--- config.mk ---
export PLATFORM = sky130hd
export DESIGN_NAME = wr_addr_decoder
export DESIGN_NICKNAME = d
export VERILOG_FILES = /design/src/rtl/wdec_pkg.sv /design/src/rtl/wdec_field_predec.sv /design/src/rtl/wdec_and_cross.sv /design/src/rtl/wdec_strobe_gate.sv /design/src/rtl/wdec_raddr_reg.sv /design/src/rtl/wr_addr_decoder.sv
export SDC_FILE = /design/constraint.sdc
export NUM_CORES = 1
export LEC_CHECK = 0
export BUFFER_PORTS_ARGS = -buffer_cell sky130_fd_sc_hd__buf_2
export CORE_AREA = 5 5 498 500
export DETAILED_ROUTE_END_ITERATION = 6
export DIE_AREA = 0 0 503 505
export HOLD_SLACK_MARGIN = 0.02
export PLACE_DENSITY = 0.3
export SLEW_MARGIN = 20
export SYNTH_ARGS = -nofsm -noshare
export SYNTH_HDL_FRONTEND = slang
export SYNTH_SLANG_ARGS = --single-unit
--- constraint.sdc ---
create_clock -name clk -period 3.2 [get_ports clk]
set_input_delay 0.16 -clock clk [delete_from_list [all_inputs] [get_ports clk]]
set_output_delay 0.16 -clock clk [all_outputs]
set_load 0.05 [all_outputs]
--- src/rtl/wdec_pkg.sv ---
`timescale 1ns/1ps
package wdec_pkg;
    // Shape of the decode tree: four 2-bit fields, two nibble groups.
    localparam int ADDR_W     = 8;
    localparam int FIELD_W    = 2;
    localparam int FIELDS     = ADDR_W / FIELD_W;
    localparam int FIELD_SEL  = 1 << FIELD_W;
    localparam int NIB_GROUPS = FIELDS / 2;
    localparam int NIB_SEL    = FIELD_SEL * FIELD_SEL;
    localparam int WORDS      = 1 << ADDR_W;

    typedef logic [ADDR_W-1:0] addr_t;

    typedef struct packed {
        addr_t raddr;
    } rd_state_t;
endpackage

--- src/rtl/wdec_field_predec.sv ---
`timescale 1ns/1ps
// First level: one 2-bit address field to four one-hot lines,
// each line an AND2 of true or inverted field bits.
module wdec_field_predec (
    input  logic [1:0] fld,
    output logic [3:0] sel
);
    logic [1:0] fld_n;
    assign fld_n = ~fld;

    for (genvar k = 0; k < 4; k++) begin : g_line
        localparam logic [1:0] K = 2'(k);
        logic hi_term;
        logic lo_term;
        assign hi_term = K[1] ? fld[1] : fld_n[1];
        assign lo_term = K[0] ? fld[0] : fld_n[0];
        assign sel[k]  = hi_term & lo_term;
    end
endmodule

--- src/rtl/wdec_and_cross.sv ---
`timescale 1ns/1ps
// Cross product of two one-hot line sets with AND2 gates.
// Output line h*LO_N + l is lo[l] AND hi[h].
module wdec_and_cross #(
    parameter int LO_N = 4,
    parameter int HI_N = 4,
    localparam int OUT_N = LO_N * HI_N
) (
    input  logic [LO_N-1:0]  lo,
    input  logic [HI_N-1:0]  hi,
    output logic [OUT_N-1:0] out
);
    for (genvar h = 0; h < HI_N; h++) begin : g_hi
        for (genvar l = 0; l < LO_N; l++) begin : g_lo
            assign out[h*LO_N + l] = lo[l] & hi[h];
        end
    end
endmodule

--- src/rtl/wdec_strobe_gate.sv ---
`timescale 1ns/1ps
// Last level: each word line gated with chip enable and one lane enable.
module wdec_strobe_gate #(
    parameter int WORDS     = 256,
    parameter int NUM_BYTES = 4,
    localparam int STB_N    = WORDS * NUM_BYTES
) (
    input  logic [WORDS-1:0]     word_line,
    input  logic                 ce,
    input  logic [NUM_BYTES-1:0] we,
    output logic [STB_N-1:0]     strobe
);
    for (genvar w = 0; w < WORDS; w++) begin : g_word
        for (genvar b = 0; b < NUM_BYTES; b++) begin : g_lane
            assign strobe[w*NUM_BYTES + b] = word_line[w] & ce & we[b];
        end
    end
endmodule

--- src/rtl/wdec_raddr_reg.sv ---
`timescale 1ns/1ps
// Read-address register: loads on enable, recirculates otherwise.
module wdec_raddr_reg
    import wdec_pkg::*;
(
    input  logic  clk,
    input  logic  rst,
    input  logic  ce,
    input  addr_t addr,
    output addr_t raddr
);
    rd_state_t st_d;
    rd_state_t st_q;

    always_comb begin
        st_d = st_q;
        if (rst) begin
            st_d.raddr = '0;
        end else if (ce) begin
            st_d.raddr = addr;
        end
    end

    always_ff @(posedge clk) begin
        st_q <= st_d;
    end

    assign raddr = st_q.raddr;
endmodule

--- src/rtl/wr_addr_decoder.sv ---
`timescale 1ns/1ps
module wr_addr_decoder
    import wdec_pkg::*;
#(
    parameter int NUM_BYTES = 4,
    localparam int STB_N    = WORDS * NUM_BYTES
) (
    input  logic                 clk,
    input  logic                 rst,
    input  logic                 ce,
    input  logic [NUM_BYTES-1:0] we,
    input  logic [ADDR_W-1:0]    addr,
    output logic [WORDS-1:0]     word_line,
    output logic [STB_N-1:0]     strobe,
    output logic [ADDR_W-1:0]    raddr
);
    logic [FIELD_SEL-1:0] fld_sel [FIELDS];
    logic [NIB_SEL-1:0]   nib_sel [NIB_GROUPS];

    // Level 1: field predecode.
    for (genvar f = 0; f < FIELDS; f++) begin : g_field
        wdec_field_predec u_pre (
            .fld (addr[f*FIELD_W +: FIELD_W]),
            .sel (fld_sel[f])
        );
    end

    // Level 2: lower and upper field of each nibble.
    for (genvar g = 0; g < NIB_GROUPS; g++) begin : g_nib
        wdec_and_cross #(.LO_N(FIELD_SEL), .HI_N(FIELD_SEL)) u_nib (
            .lo  (fld_sel[2*g]),
            .hi  (fld_sel[2*g + 1]),
            .out (nib_sel[g])
        );
    end

    // Level 3: low nibble against high nibble.
    wdec_and_cross #(.LO_N(NIB_SEL), .HI_N(NIB_SEL)) u_word (
        .lo  (nib_sel[0]),
        .hi  (nib_sel[1]),
        .out (word_line)
    );

    wdec_strobe_gate #(.WORDS(WORDS), .NUM_BYTES(NUM_BYTES)) u_stb (
        .word_line (word_line),
        .ce        (ce),
        .we        (we),
        .strobe    (strobe)
    );

    wdec_raddr_reg u_rreg (
        .clk   (clk),
        .rst   (rst),
        .ce    (ce),
        .addr  (addr),
        .raddr (raddr)
    );
endmodule

; Word level (Yosys, flattened, before mapping)
; Cells that the tools add are included.
[classes]
bitwise = 1588
reduce_logical = 0
n_div = 0
eq_ne = 0
multipliers = 0
order_cmp = 0
n_shift = 0
n_mux = 0
add_sub_neg = 0
[op_table]
columns = op, n
row1 = bitwise AND 1 bit, 1584
row2 = inverter 2 bit, 4
[totals]
out_inout_bits = 1288
latch_bits = 0
register_bits = 8
ram_bits = 0
rom_bits = 0
mem_count = 0

; Logic depth before layout (Yosys ltp)
[depth]
word_depth = 6
depth_mapped = 7
depth_no_buf = 2

; By module
; Synthesis repeated with hierarchy kept, for this count alone.
[unflattened]
hier_cells = 1611
hier_area_um2 = 10055.9
[modules_own_cells]
columns = mod, cells_each, area_per_inst_um2, instances
row1 = wdec_strobe_gate, 1249, 7549.7, 1
row2 = wdec_and_cross at u_word, 288, 1915.6, 1
row3 = wdec_raddr_reg, 26, 285.3, 1
row4 = wdec_and_cross at g_nib[0].u_nib ..., 16, 100.1, 2
row5 = wdec_field_predec, 4, 26.3, 4

; Worst setup path before layout
; No wires, ideal clock.
[synth_path]
path_kind = input-to-output
startpoint = input port addr[5]
endpoint = output port strobe[304]
path_slack_ps = 330
arrival_ps = 2710
required_time_ps = 3040
path_stages = 7
cell_sequence = buf_2 > buf_6 > or3b_1 > clkbuf_1 > buf_2 > buf_2 > nor4_1
[synth_via]
elab_chain_len = 6
[synth_rtl]
columns = item, line
row1 = "start, declared", wr_addr_decoder.sv:12  ; input logic [ADDR_W-1:0] addr,
row2 = inverter 2 bit, wdec_field_predec.sv:9  ; assign fld_n = ~fld;
row3 = bitwise AND 1 bit, wdec_field_predec.sv:17  ; assign sel[k] = hi_term & lo_term;
row4 = bitwise AND 1 bit (2 in series), wdec_and_cross.sv:15  ; assign out[h*LO_N + l] = lo[l] & hi[h];
row5 = bitwise AND 1 bit (2 in series), wdec_strobe_gate.sv:15  ; assign strobe[w*NUM_BYTES + b] = word_line[w] & ce & we[b];
row6 = "end, declared", wr_addr_decoder.sv:14  ; output logic [STB_N-1:0] strobe,
; Every way passes these cells.

; Worst setup path after layout
[layout_path]
startpoint = input port addr[1]
endpoint = output port strobe[388]
; The elaborated chain is that of the path after synthesis.

==> results_dict.tcl <==
set metrics [dict create \
    status "finished, final reports clean" \
    cts_tree "built" \
    r2r_cells 2 \
    p_int_w 0.0005617 \
    hold_depth 2 \
    nNetsFinal 2869 \
    r2r_setup_slack_ns 2.41 \
    regArea_sq_um 160.2 \
    clk_latency_ns 0.23 \
    synth_fp_nets 1900 \
    drv_cap 0 \
    critical_path_class "input port to primary output" \
    setup_viol 0 \
    multiInputGateArea_sq_um 9480 \
    placed_cells 6051 \
    finalHoldViolCount 0 \
    peakVddDrop_v 0.0001054 \
    synth_cell_types 24 \
    yosys_warnings 0 \
    hold_end "u_rreg.raddr[5]" \
    grt_pass1_wl_mm 162.8 \
    comb_power_share_pct 83.7 \
    clock-skew-final_ns 0 \
    setup_tns_ns 0 \
    via_per_inst 3.521 \
    power_per_cell_area_nw_per_um2 89.79 \
    syn_area_sq_um 11910 \
    synthCells 1885 \
    path_clk_slew_ns 0.04 \
    die_area_sq_um 254000 \
    fillers 28810 \
    layout_min_cycle_time_ns 2.616 \
    hp-class "input port to register" \
    slew_headroom_pct 29.60 \
    antenna_found_initial 11 \
    cts_buffers 3 \
    synth_seq_cells 8 \
    drc 0 \
    ant_nets 0 \
    post_cts_buffers 0 \
    cp.arrival_ns 2.46 \
    largest_reg_flops 8 \
    cts_htree_levels 1 \
    grtUsageTotal_pct 8.685 \
    io_pins 1303 \
    place_hpwl_mm 88.01 \
    drive_above_1_share_pct 60.80 \
    hp-start "rst" \
    layout.cells.non_filler 6063 \
    p_switching_w 0.001431 \
    core_region_area_sq_um 242500 \
    rsz0062_at_grt "no" \
    crit_start "addr[1]" \
    rows 181 \
    cts_resized 0 \
    cts_sinks 8 \
    start_kind "input port" \
    root_buffer "clkbuf_16" \
    grt_max_degree 144 \
    seq_power_share_pct 5.7 \
    fin_crit_sh_pct 81.74 \
    ys_seq_area_share_pct 1.345 \
    synthToLayoutAreaGrowth_pct 86.37 \
    cts_hold_buf 0 \
    p_leak_nw 8.919 \
    gr-total-overflow 0 \
    dieHeight_um 505 \
    port_buffers 1302 \
    r2r_start "u_rreg.raddr[4]" \
    clockBufferDepth 2 \
    gp_congestion 0.7107 \
    wl_per_cell_um 20.30 \
    rr_endpoint "u_rreg.raddr[4]" \
    power_switching_share_pct 71.82 \
    dr.first_iter.drc_count 2033 \
    cp.required_ns 3.04 \
    drv_slew 0 \
    syn_area_per_cell_sq_um 6.318 \
    start_util_pct 4.910 \
    die_x_um 503 \
    worstSetupEndpointType "primary output" \
    holdWs_ns 0.2383 \
    num_vias 21350 \
    totalWireLength_mm 123.1 \
    pwr-share-clk_pct 10.7 \
    path_max_fanout 35 \
    grt_pass1_vias 19840 \
    drt-pass1-iter-count 5 \
    fmax_mhz 382.3 \
    worst_pin_slew_ns 1.056 \
]
synthesized netlist by cell type (all sizes together):
| cell type | n | area [sq um] |
|---|---|---|
| nand4 | 2 | 12.51 |
| or2 | 2 | 12.51 |
| nand4b | 8 | 70.07 |
| or3b | 5 | 43.80 |
| nand2 | 2 | 7.510 |
| nor2 | 264 | 991.0 |
| nand4bb | 12 | 135.1 |
| or4 | 2 | 15.01 |
| mux2i | 8 | 80.08 |
| nand2b | 4 | 25.02 |
| nor4 | 1024 | 7782 |
| nand3 | 5 | 45.04 |
| clkbuf | 261 | 980.9 |
| dfxtp | 8 | 160.2 |
| nand3b | 10 | 75.07 |
| buf | 260 | 1394 |
| or4b | 8 | 80.08 |
worst max-delay path, cell delays in order:
cell and delay, ns:
buf_2 0.30, or3b_4 0.74, buf_12 0.28, nor4_1 0.46, buf_2 0.34
power by group through the flow:
stage / Sequential (W) / Combinational (W) / Clock (W)
4_1_cts: 0.000113 / 0.00166 / 0.000220
2_1_floorplan: 0.000131 / 0.000962 / 0
3_5_place_dp: 0.000115 / 0.00166 / 0
5_1_grt: 0.000114 / 0.00174 / 0.000226
3_3_place_gp: 0.000115 / 0.00167 / 0
6_report: 0.000113 / 0.00167 / 0.000213
stage by stage:
step / power (W) / worst slack (ns) / utilization [%] / area [sq um]
after global placement: 0.001780 / 0.6338 / 9.112 / 22100
final: 0.001993 / 0.5845 / 9.152 / 22200
after detailed placement: 0.001774 / 0.6668 / 9.112 / 22100
after CTS: 0.001994 / 0.6671 / 9.143 / 22180
after global routing: 0.002075 / 0.5362 / 9.144 / 22180
after floorplan: 0.001093 / 0.3299 / - / 11910
final cells by class:
type                            instances  share of cell area (%)
Multi-Input combinational cell       1356                   42.71
Timing Repair Buffer                 1485                   38.08
Tap cell                             3202                   18.05
Sequential cell                         8                  0.7215
Clock buffer                            3                  0.3382
Antenna cell                            9                  0.1015
cells in the final DEF, fill, tap and decap left out, types with 9 or more instances in the layout:
master        n
nor4_1      804
nor4_2      220
buf_4       138
buf_12       45
buf_2      1302
nand3b_1     10
diode_2       9
nor2_1      264
nand4bb_1    12
routing by layer:
metal	wire length, um	global-route usage (%)	share of wire (%)
met4	3641	2.686	3.0
met1	51350	10.97	42
met2	58190	15.06	47
met3	9890	1.362	8.0
met5	0	0	0
logic make-up (layout without fill, tap and decap cells):
| kind of cell | count (synthesis) | in the layout | synth area share (%) |
|---|---|---|---|
| and+or+nand+nor | 1348 | 1348 | 78.04 |
| buffers and inverters | 521 | 1488 | 19.94 |
| muxes | 8 | 8 | 0.6724 |
| DFF | 8 | 8 | 1.345 |
| other | 0 | 9 | 0 |
worst max path at each step:
stage	to	depth (start not counted)
after floorplan	strobe[304]	7
after global placement	strobe[644]	5
after detailed placement	strobe[388]	5
after CTS	strobe[388]	5
after global routing	strobe[400]	6
final	strobe[388]	5
(Power assumes the default switching activity.)
